**src/rtl/cal_rtc_pkg.sv**
```systemverilog
package cal_rtc_pkg;
  localparam int YEAR_W = 12;

  localparam logic [31:0] OFS_TSET  = 32'h00;
  localparam logic [31:0] OFS_DSET  = 32'h04;
  localparam logic [31:0] OFS_YSET  = 32'h08;
  localparam logic [31:0] OFS_TCUR  = 32'h10;
  localparam logic [31:0] OFS_DCUR  = 32'h14;

  localparam int BIT_FREEZE = 24;
  localparam int BIT_LOAD   = 25;

  typedef struct packed {
    logic [4:0] hour;
    logic [5:0] min;
    logic [5:0] sec;
  } tod_t;

  typedef struct packed {
    logic [YEAR_W-1:0] year;
    logic [3:0]        month;
    logic [2:0]        wday;
    logic [4:0]        mday;
  } cdate_t;

  localparam tod_t   TOD_RST  = '{hour: 5'd0, min: 6'd0, sec: 6'd0};
  localparam cdate_t DATE_RST = '{year: 12'd2000, month: 4'd1, wday: 3'd6, mday: 5'd1};

  function automatic logic is_leap(input logic [YEAR_W-1:0] y);
    return ((y % 12'd4) == 12'd0) &&
           (((y % 12'd100) != 12'd0) || ((y % 12'd400) == 12'd0));
  endfunction

  function automatic logic [4:0] month_len(input logic [3:0] m, input logic [YEAR_W-1:0] y);
    case (m)
      4'd2:                     return is_leap(y) ? 5'd29 : 5'd28;
      4'd4, 4'd6, 4'd9, 4'd11:  return 5'd30;
      default:                  return 5'd31;
    endcase
  endfunction
endpackage

```
**src/rtl/cal_rtc_prescaler.sv**
```systemverilog
module cal_rtc_prescaler #(
  parameter int CLK_DIV = 100_000_000
) (
  input  logic clk_i,
  input  logic rst_ni,
  output logic tick_o
);
  generate
    if (CLK_DIV <= 1) begin : g_bypass
      assign tick_o = 1'b1;
    end else begin : g_div
      localparam int CW = $clog2(CLK_DIV);
      localparam logic [CW-1:0] LAST = CW'(CLK_DIV - 1);
      logic [CW-1:0] cnt_q;
      always_ff @(posedge clk_i or negedge rst_ni) begin
        if (!rst_ni)            cnt_q <= '0;
        else if (cnt_q == LAST) cnt_q <= '0;
        else                    cnt_q <= cnt_q + 1'b1;
      end
      assign tick_o = (cnt_q == LAST);
    end
  endgenerate
endmodule

```
**src/rtl/cal_rtc_ctl.sv**
```systemverilog
module cal_rtc_ctl
  import cal_rtc_pkg::*;
#(
  parameter int ADDR_W = 5
) (
  input  logic              clk_i,
  input  logic              rst_ni,
  input  logic              wr_en_i,
  input  logic [ADDR_W-1:0] addr_i,
  input  logic [31:0]       wdata_i,
  output logic              pause_t_o,
  output logic              pause_d_o,
  output logic              load_t_o,
  output logic              load_d_o,
  output tod_t              ld_tod_o,
  output cdate_t            ld_date_o
);
  localparam int NCH = 2;
  localparam logic [ADDR_W-1:0] CH_OFS [NCH] = '{ADDR_W'(OFS_TSET), ADDR_W'(OFS_DSET)};

  logic [NCH-1:0] freeze_q, arm_q, load;
  logic [YEAR_W-1:0] year_q;

  for (genvar ch = 0; ch < NCH; ch++) begin : g_ch
    logic hit;
    assign hit = wr_en_i && (addr_i == CH_OFS[ch]);
    // load on a rising load bit written together with freeze
    assign load[ch] = hit && wdata_i[BIT_FREEZE] && wdata_i[BIT_LOAD] && !arm_q[ch];
    always_ff @(posedge clk_i or negedge rst_ni) begin
      if (!rst_ni) begin
        freeze_q[ch] <= 1'b0;
        arm_q[ch]    <= 1'b0;
      end else if (hit) begin
        freeze_q[ch] <= wdata_i[BIT_FREEZE];
        arm_q[ch]    <= wdata_i[BIT_LOAD];
      end
    end
  end

  always_ff @(posedge clk_i or negedge rst_ni) begin
    if (!rst_ni)
      year_q <= DATE_RST.year;
    else if (wr_en_i && addr_i == ADDR_W'(OFS_YSET))
      year_q <= wdata_i[YEAR_W-1:0];
  end

  assign pause_t_o = freeze_q[0];
  assign pause_d_o = freeze_q[1];
  assign load_t_o  = load[0];
  assign load_d_o  = load[1];

  assign ld_tod_o  = '{hour: wdata_i[20:16], min: wdata_i[13:8], sec: wdata_i[5:0]};
  assign ld_date_o = '{year: year_q, month: wdata_i[19:16], wday: wdata_i[10:8],
                       mday: wdata_i[4:0]};
endmodule

```
**src/rtl/cal_rtc_core.sv**
```systemverilog
module cal_rtc_core
  import cal_rtc_pkg::*;
(
  input  logic   clk_i,
  input  logic   rst_ni,
  input  logic   tick_i,
  input  logic   pause_t_i,
  input  logic   pause_d_i,
  input  logic   load_t_i,
  input  logic   load_d_i,
  input  tod_t   ld_tod_i,
  input  cdate_t ld_date_i,
  output tod_t   tod_o,
  output cdate_t date_o
);
  tod_t   tod_q, tod_n;
  cdate_t date_q, date_n;
  logic   carry;

  always_comb begin
    tod_n  = tod_q;
    date_n = date_q;
    carry  = 1'b0;
    if (tick_i && !pause_t_i) begin
      if (tod_q.sec >= 6'd59) begin
        tod_n.sec = '0;
        if (tod_q.min >= 6'd59) begin
          tod_n.min = '0;
          if (tod_q.hour >= 5'd23) begin
            tod_n.hour = '0;
            carry      = 1'b1;
          end else tod_n.hour = tod_q.hour + 5'd1;
        end else tod_n.min = tod_q.min + 6'd1;
      end else tod_n.sec = tod_q.sec + 6'd1;
    end
    if (load_t_i) begin
      tod_n = ld_tod_i;
      carry = 1'b0;
    end

    if (carry && !pause_d_i) begin
      date_n.wday = (date_q.wday >= 3'd7) ? 3'd1 : date_q.wday + 3'd1;
      if (date_q.mday >= month_len(date_q.month, date_q.year)) begin
        date_n.mday = 5'd1;
        if (date_q.month >= 4'd12) begin
          date_n.month = 4'd1;
          date_n.year  = date_q.year + 1'b1;
        end else date_n.month = date_q.month + 4'd1;
      end else date_n.mday = date_q.mday + 5'd1;
    end
    if (load_d_i) date_n = ld_date_i;
  end

  always_ff @(posedge clk_i or negedge rst_ni) begin
    if (!rst_ni) begin
      tod_q  <= TOD_RST;
      date_q <= DATE_RST;
    end else begin
      tod_q  <= tod_n;
      date_q <= date_n;
    end
  end

  assign tod_o  = tod_q;
  assign date_o = date_q;
endmodule

```
**src/rtl/cal_rtc.sv**
```systemverilog
module cal_rtc
  import cal_rtc_pkg::*;
#(
  parameter int CLK_DIV = 100_000_000,
  parameter int ADDR_W  = 5
) (
  input  logic              clk_i,
  input  logic              rst_ni,
  input  logic              wr_en_i,
  input  logic [ADDR_W-1:0] addr_i,
  input  logic [31:0]       wdata_i,
  output logic [31:0]       rdata_o
);
  logic   tick, pause_t, pause_d, load_t, load_d;
  tod_t   ld_tod, tod;
  cdate_t ld_date, date;

  cal_rtc_prescaler #(.CLK_DIV(CLK_DIV)) u_presc (
    .clk_i (clk_i),
    .rst_ni(rst_ni),
    .tick_o(tick)
  );

  cal_rtc_ctl #(.ADDR_W(ADDR_W)) u_ctl (
    .clk_i    (clk_i),
    .rst_ni   (rst_ni),
    .wr_en_i  (wr_en_i),
    .addr_i   (addr_i),
    .wdata_i  (wdata_i),
    .pause_t_o(pause_t),
    .pause_d_o(pause_d),
    .load_t_o (load_t),
    .load_d_o (load_d),
    .ld_tod_o (ld_tod),
    .ld_date_o(ld_date)
  );

  cal_rtc_core u_core (
    .clk_i    (clk_i),
    .rst_ni   (rst_ni),
    .tick_i   (tick),
    .pause_t_i(pause_t),
    .pause_d_i(pause_d),
    .load_t_i (load_t),
    .load_d_i (load_d),
    .ld_tod_i (ld_tod),
    .ld_date_i(ld_date),
    .tod_o    (tod),
    .date_o   (date)
  );

  always_comb begin
    rdata_o = '0;
    if (addr_i == ADDR_W'(OFS_TCUR)) begin
      rdata_o[20:16] = tod.hour;
      rdata_o[13:8]  = tod.min;
      rdata_o[5:0]   = tod.sec;
    end else if (addr_i == ADDR_W'(OFS_DCUR)) begin
      rdata_o[27:24] = date.month;
      rdata_o[23:21] = date.wday;
      rdata_o[20:16] = date.mday;
      rdata_o[11:0]  = date.year;
    end
  end
endmodule

```
**config.mk**
```make
export PLATFORM = sky130hd
export DESIGN_NAME = cal_rtc
export DESIGN_NICKNAME = d
export VERILOG_FILES = /design/src/rtl/cal_rtc_pkg.sv /design/src/rtl/cal_rtc_prescaler.sv /design/src/rtl/cal_rtc_ctl.sv /design/src/rtl/cal_rtc_core.sv /design/src/rtl/cal_rtc.sv
export SDC_FILE = /design/constraint.sdc
export NUM_CORES = 1
export LEC_CHECK = 0
export ABC_AREA = 0
export CELL_PAD_IN_SITES_DETAIL_PLACEMENT = 1
export CELL_PAD_IN_SITES_GLOBAL_PLACEMENT = 1
export CORE_MARGIN = 8
export CORE_UTILIZATION = 38
export DETAILED_ROUTE_END_ITERATION = 16
export PLACE_DENSITY = 0.7
export SETUP_SLACK_MARGIN = 0.5
export SYNTH_ARGS = -nofsm -noshare
export SYNTH_HDL_FRONTEND = slang
export SYNTH_SLANG_ARGS = --single-unit
export TNS_END_PERCENT = 5
```
**constraint.sdc**
```tcl
create_clock -name clk_i -period 9.3 [get_ports clk_i]
set_input_delay 1.395 -clock clk_i [delete_from_list [all_inputs] [get_ports clk_i]]
set_output_delay 1.395 -clock clk_i [all_outputs]
set_load 0.01 [all_outputs]
```
== Word-level counts from Yosys, hierarchy flattened ==
Index checks and enable logic that the tools add are counted.
Cells by class
  order comparisons: 6
  add/subtract/negate cells: 8
  equal/unequal tests: 10
  div/mod/pow operators: 2
  reductions and logical operators: 32
  multiplexer cells: 31
Operators with widths (count)
  24-bit two-way mux: 2
  12-bit two-way mux: 3
  17-bit two-way mux: 2
  27-bit by 1-bit adder with 27-bit output (second input constant): 1
  27-bit == test (second input constant): 1
  27-bit two-way mux: 1
  5-bit two-way mux: 5
  12-bit logical NOT: 2
  6-bit two-way mux: 3
  16-bit two-way mux: 1
  12-bit by 1-bit adder with 12-bit output (second input constant): 1
  6-bit by 1-bit adder with 6-bit output (second input constant): 2
  6-bit >= comparator (second input constant): 2
  1-bit logical AND: 12
  12-bit by 7-bit remainder unit with 12-bit output (second input constant): 1
  12-bit by 9-bit remainder unit with 12-bit output (second input constant): 1
  12-bit nonzero test: 1
  2-bit nonzero test: 6
  11-bit two-way mux: 1
  5-bit by 1-bit adder with 5-bit output (second input constant): 2
  5-bit == test (second input constant): 2
  5-bit case mux with 2 select lines: 1
  4-bit by 3-bit == test with 1-bit output (second input constant): 2
  4-bit == test (second input constant): 2
  20 further kinds: 32
Word-level totals
  register bits: 84
  bits of input ports: 40

== Depth between registers and ports, before layout ==
  word-level depth: 12
  mapped depth: 24

== By module ==
From an unflattened synthesis, not the netlist that was laid out.
Unflattened totals
  cell total of the unflattened synthesis: 752
  area, all modules: 6508.7 um^2
By module, submodules not included
  cal_rtc_core: area an instance 3876.2 um^2, seq. area each 1038.5 um^2, instances 1, cells an instance 493
  cal_rtc_prescaler: area an instance 1332.5 um^2, seq. area each 675.6 um^2, instances 1, cells an instance 134
  cal_rtc_ctl: area an instance 918.4 um^2, seq. area each 407.9 um^2, instances 1, cells an instance 70
  cal_rtc: area an instance 381.6 um^2, seq. area each 0.0 um^2, instances 1, cells an instance 55

== Worst setup path after synthesis ==
OpenSTA, ideal clock, no wires.
  path type: flip-flop to flip-flop
  from: register u_core.date_q (netlist bit u_core.date_o[18])
  to: register u_core.date_q (netlist bit u_core.date_o[12])
  setup time: 0.087 ns
  stages on the path, launching flop included: 24
  data arrival time: 4.775 ns
  setup slack: 4.439 ns
  clock period less this slack: 4.861 ns
  cells stage by stage: dfstp_2 > buf_6 > clkbuf_1 > a21oi_1 > o31a_1 > buf_4 > a2111oi_4 > a21o_1 > a21oi_2 > buf_6 > o211a_1 > o311a_1 > o2111a_1 > o32ai_1 > a31oi_1 > ha_1 > nand2b_1 > a21oi_1 > o21ai_1 > nand2_1 > a21oi_1 > buf_2 > nand3_1 > o211ai_1
On the way
  word-level cells in the longest chain between the ends: 10
  elaborated cells on any way between the ends: 12
  those cells by class: div: 2; order compare: 1; mux: 3; reduce/logical: 6
RTL lines
  start, declared: line cal_rtc_core.sv:17  | cdate_t date_q, date_n;
  start signal, assigned: line cal_rtc_core.sv:60  | date_q <= date_n;
  12-bit by 7-bit remainder unit with 12-bit output or 12-bit by 9-bit remainder unit with 12-bit output (tied branches): line cal_rtc_pkg.sv:31  | (((y % 12'd100) != 12'd0) || ((y % 12'd400) == 12'd0));
  12-bit nonzero test or 12-bit logical NOT (tied branches): line cal_rtc_pkg.sv:31
  1-bit logical OR (*): line cal_rtc_pkg.sv:31
  1-bit logical AND (*): line cal_rtc_pkg.sv:30  | return ((y % 12'd4) == 12'd0) &&
  1-bit two-way mux (*): line cal_rtc_pkg.sv:36  | 4'd2: return is_leap(y) ? 5'd29 : 5'd28;
  5-bit case mux with 2 select lines (*): line cal_rtc_pkg.sv:35  | case (m)
  5-bit two-way mux (*): line cal_rtc_core.sv:41  | if (carry && !pause_d_i) begin
  5-bit >= comparator (*): line cal_rtc_core.sv:43  | if (date_q.mday >= month_len(date_q.month, date_q.year)) begin
  2-bit nonzero test (no source line) (*)
  3-bit AND reduction (no source line) (*)
Every way passes the cells marked *; elsewhere a longest branch is shown, timed or not. The select of a mux whose other input is x is not followed.
A chain may end at the register's enable or synchronous reset.

== Worst setup path after layout ==
  from: register u_core.date_q (netlist bit u_core.date_o[23])
  to: register u_core.date_q (netlist bit u_core.date_o[18])
The elaborated chain is that of the path after synthesis.

==> run_summary.xml <==
<?xml version="1.0" encoding="UTF-8"?>
<metrics>
  <group name="run_status">
    <metric name="status" unit="">finished, final reports clean</metric>
  </group>
  <group name="finish">
    <metric name="final_net_count" unit="">781</metric>
    <metric name="antenna_cells" unit="">0</metric>
    <metric name="final.fill_count" unit="">1825</metric>
    <metric name="area.growth.synth_to_final" unit="%">15.8</metric>
    <metric name="post_route_cells_drive_above_1_share" unit="%">10.5</metric>
  </group>
  <group name="global_routing">
    <metric name="globalRouteTotalUtil" unit="%">18.2</metric>
    <metric name="antenna_violations_before_repair" unit="">0</metric>
    <metric name="global_route.overflow_total" unit="">0</metric>
    <metric name="grt_pass1_wl" unit="mm">29.5</metric>
    <metric name="pin_count_of_the_biggest_net_entering_global_routing" unit="">62</metric>
    <metric name="via_count_of_the_first_global_routing_pass" unit="">5668</metric>
  </group>
  <group name="cts">
    <metric name="tritoncts" unit="">built</metric>
    <metric name="hold_buffers" unit="">0</metric>
    <metric name="cts_max_path_bufs" unit="">2</metric>
    <metric name="cts_max_level" unit="">3</metric>
    <metric name="worst_skew_pair.late_latency" unit="ns">0.34</metric>
    <metric name="clock-sinks" unit="">84</metric>
    <metric name="cts_setup_buffers" unit="">0</metric>
    <metric name="post_cts_resize_count" unit="">0</metric>
    <metric name="cts.root.buffer_cell" unit="">clkbuf_16</metric>
    <metric name="clk_pin_slew" unit="ns">0.06</metric>
    <metric name="tritoncts.num_buffers" unit="">9</metric>
  </group>
  <group name="worst_setup_path">
    <metric name="worstPathMaxFanout" unit="">24</metric>
    <metric name="critical-path-top-cell-by-count" unit="">a21oi_1</metric>
    <metric name="setup.worst_path.end_class" unit="">register</metric>
    <metric name="max_stage_delay" unit="ns">1.00</metric>
    <metric name="buffers_inverters_on_critical_path" unit="">0</metric>
    <metric name="cp_top_family" unit="">compound AO/OA/AOI/OAI gates</metric>
    <metric name="cp_data_required_time" unit="ns">9.56</metric>
    <metric name="setup.worst_path.class" unit="">register to register</metric>
    <metric name="worstPathArrival" unit="ns">6.79</metric>
    <metric name="cpMaxStageDelayCell" unit="">a21oi_1</metric>
    <metric name="timing.critical_path.from_type" unit="">register</metric>
    <metric name="critical_path_cell_sequence" unit="">nor2b_1, o2bb2ai_1, o31ai_1, a21oi_1, or3_1, mux2i_1, o21ai_1, o311a_1, nor2_1, o31ai_1, a31oi_1, ha_1, nand2b_1, a21oi_1, o21ai_1, nand2_1, a21oi_1, o21ai_0, a22oi_1</metric>
  </group>
  <group name="timing">
    <metric name="max_slew_margin" unit="%">19.1</metric>
    <metric name="grt_setup_unrepaired" unit="">no</metric>
    <metric name="max_clock_freq" unit="MHz">153</metric>
    <metric name="slew_viol_final" unit="">0</metric>
    <metric name="layout_worst_path_cycle_share" unit="%">70.2</metric>
    <metric name="finalHoldViolations" unit="">0</metric>
    <metric name="fin_crit" unit="ns">6.53</metric>
    <metric name="max_slew.worst_pin.slew" unit="ns">1.21</metric>
    <metric name="worst_hold_slack" unit="ns">0.465</metric>
    <metric name="finalSetupViolCount" unit="">0</metric>
    <metric name="finClkSkew" unit="ns">0.00458</metric>
    <metric name="fin_setup_tns" unit="ns">0</metric>
  </group>
  <group name="logic_synthesis">
    <metric name="synth_area_leader_cell" unit="">dfrtp_1</metric>
    <metric name="ys_ff_latch" unit="">84</metric>
    <metric name="share_of_the_synthesized_area_in_the_top_cell_type" unit="%">28.7</metric>
    <metric name="synth_area_leaders" unit="">dfrtp_1, dfstp_2, o21ai_0</metric>
    <metric name="synth_enable_flop_cells" unit="">0</metric>
    <metric name="yosysWarnings" unit="">0</metric>
    <metric name="share_of_synthesized_flip_flops_with_an_asynchronous_set_or_reset" unit="%">100</metric>
    <metric name="synth_cell_type_count" unit="">80</metric>
    <metric name="ys_top_cells_by_count" unit="">dfrtp_1, nand2_1, nor2_1, o21ai_0, a21oi_1</metric>
    <metric name="post_synth_inst_count" unit="">694</metric>
    <metric name="ys_seq_area_share" unit="%">35.8</metric>
    <metric name="avgSynthCellArea" unit="µm²">8.54</metric>
    <metric name="netlist_area" unit="µm²">5930</metric>
    <metric name="synth_top_flop_cell" unit="">dfrtp_1</metric>
    <metric name="synth.most_common_cell" unit="">dfrtp_1</metric>
  </group>
  <group name="detailed_routing">
    <metric name="detailroute.via_count" unit="">5499</metric>
    <metric name="route.antenna.remaining_nets" unit="">0</metric>
    <metric name="number_of_iterations_in_the_first_detailed_routing_pass" unit="">6</metric>
    <metric name="initialDrtViolationCount" unit="">301</metric>
    <metric name="detail_route.drc_violations" unit="">0</metric>
    <metric name="avgViaCountPerCell" unit="">5.98</metric>
    <metric name="wl" unit="mm">17.9</metric>
    <metric name="route.detailed.wl_per_inst" unit="µm">19.5</metric>
  </group>
  <group name="floorplan">
    <metric name="site_row_count" unit="">45</metric>
    <metric name="design.portCount" unit="">72</metric>
    <metric name="die_area" unit="µm²">19900</metric>
    <metric name="die_y" unit="µm">141</metric>
    <metric name="initial_core_util" unit="%">39.0</metric>
    <metric name="die_x" unit="µm">141</metric>
    <metric name="design.core.area" unit="µm²">15200</metric>
  </group>
  <group name="job">
    <metric name="max-cap-violations" unit="">0</metric>
  </group>
  <group name="power_and_ir_drop">
    <metric name="power_density" unit="nW/µm²">127</metric>
    <metric name="irDropWorstVdd" unit="mV">0.0827</metric>
    <metric name="power_leakage" unit="µW">0.00278</metric>
  </group>
  <group name="hold_path">
    <metric name="min-delay-path-class" unit="">register to register</metric>
  </group>
  <group name="placement">
    <metric name="numPortBuffers" unit="">54</metric>
    <metric name="hpwlAfterDp" unit="mm">13.0</metric>
    <metric name="globalplace.congestion" unit="">0.813</metric>
  </group>
</metrics>
==> metal layers <==
metal,GRT usage (%),routed length (µm),share of wire [%]
met1,23.4,8380,47
met2,30.7,8640,48
met3,2.87,552,3.1
met4,6.00,314,1.8
met5,0,0,0
==> final timing paths <==
kind,from,end,slack [ns],cells past startpoint
min in group asynchronous,rst_ni,u_presc.g_div.cnt_q[20],0.94,1
setup / recovery,u_core.date_o[23],u_core.date_o[18],2.77,19
max in group asynchronous,rst_ni,u_ctl.arm_q[0],7.25,2
hold / removal,u_presc.g_div.cnt_q[0],u_presc.g_div.cnt_q[0],0.46,1
hold reg to reg,u_presc.g_div.cnt_q[0],u_presc.g_div.cnt_q[0],0.46,1
setup reg to reg,u_core.date_o[23],u_core.date_o[18],2.77,19
==> report_power, final <==
group	internal, µW	switching, µW
sequential	391	18.7
combinational	33.8	32.2
clock	244	152
==> worst reg2reg max path: stages, from the launching register on <==
cell       delay [ns]
dfrtp_1          0.91
nor2b_1          0.20
o2bb2ai_1        0.27
o31ai_1          0.47
a21oi_1          0.21
or3_1            0.50
mux2i_1          0.15
o21ai_1          0.34
o311a_1          0.29
nor2_1           0.06
o31ai_1          0.30
a31oi_1          0.17
ha_1             0.29
nand2b_1         0.09
a21oi_1          0.07
o21ai_1          0.35
nand2_1          0.31
a21oi_1          1.00
o21ai_0          0.23
a22oi_1          0.23
==> area by class of cell <==
cell class                 instances  area [µm²]  area share (%)
timing repair buffer              59         576            8.38
tap                              188         235            3.42
multi-input combinational        549        3520            51.3
sequential                        84        2120            30.9
clock buffer                      11         243            3.53
clock inverter                     5        85.1            1.24
inverter                          23        86.3            1.26
==> metrics by stage <==
step,util [%],power (µW),cell area [µm²],worst slack (ns),std cells
detailed placement,43.0,481,6540,2.88,903
floorplan,-,445,5950,4.44,699
CTS,45.2,877,6870,2.84,919
finish,45.2,871,6870,2.77,919
global route,45.2,902,6870,2.15,919
global placement,43.0,477,6540,3.16,903
==> cell usage in the layout, fill, tap and decap left out, types with 17 or more instances in the layout <==
| cell type | n |
|---|---|
| nor3_1 | 21 |
| mux2_2 | 20 |
| nor2_1 | 64 |
| nand2_1 | 64 |
| clkdlybuf4s50_1 | 53 |
| a21oi_1 | 47 |
| inv_1 | 21 |
| nand3_1 | 26 |
| dfrtp_1 | 68 |
| and3_1 | 17 |
| o21ai_0 | 53 |
==> flip-flops by register name (all words and copies together) (netlist names) <==
register,count
u_core.tod_o,17
u_ctl.pause_t_o,1
u_ctl.year_q,12
u_presc.g_div.cnt_q,27
u_ctl.pause_d_o,1
u_ctl.arm_q,2
u_core.date_o,24
==> logic make-up after synthesis <==
logic type / after synthesis / share of synthesized area (%)
simple gates: 262 / 22.1
compound gates: 211 / 24.4
flops: 84 / 35.8
buf+inv: 66 / 5.30
xor+xnor: 27 / 3.99
mux: 27 / 4.98
fa+ha+maj: 16 / 3.33
other cells: 1 / 0.0632
Power figures use the tool's default switching activity.
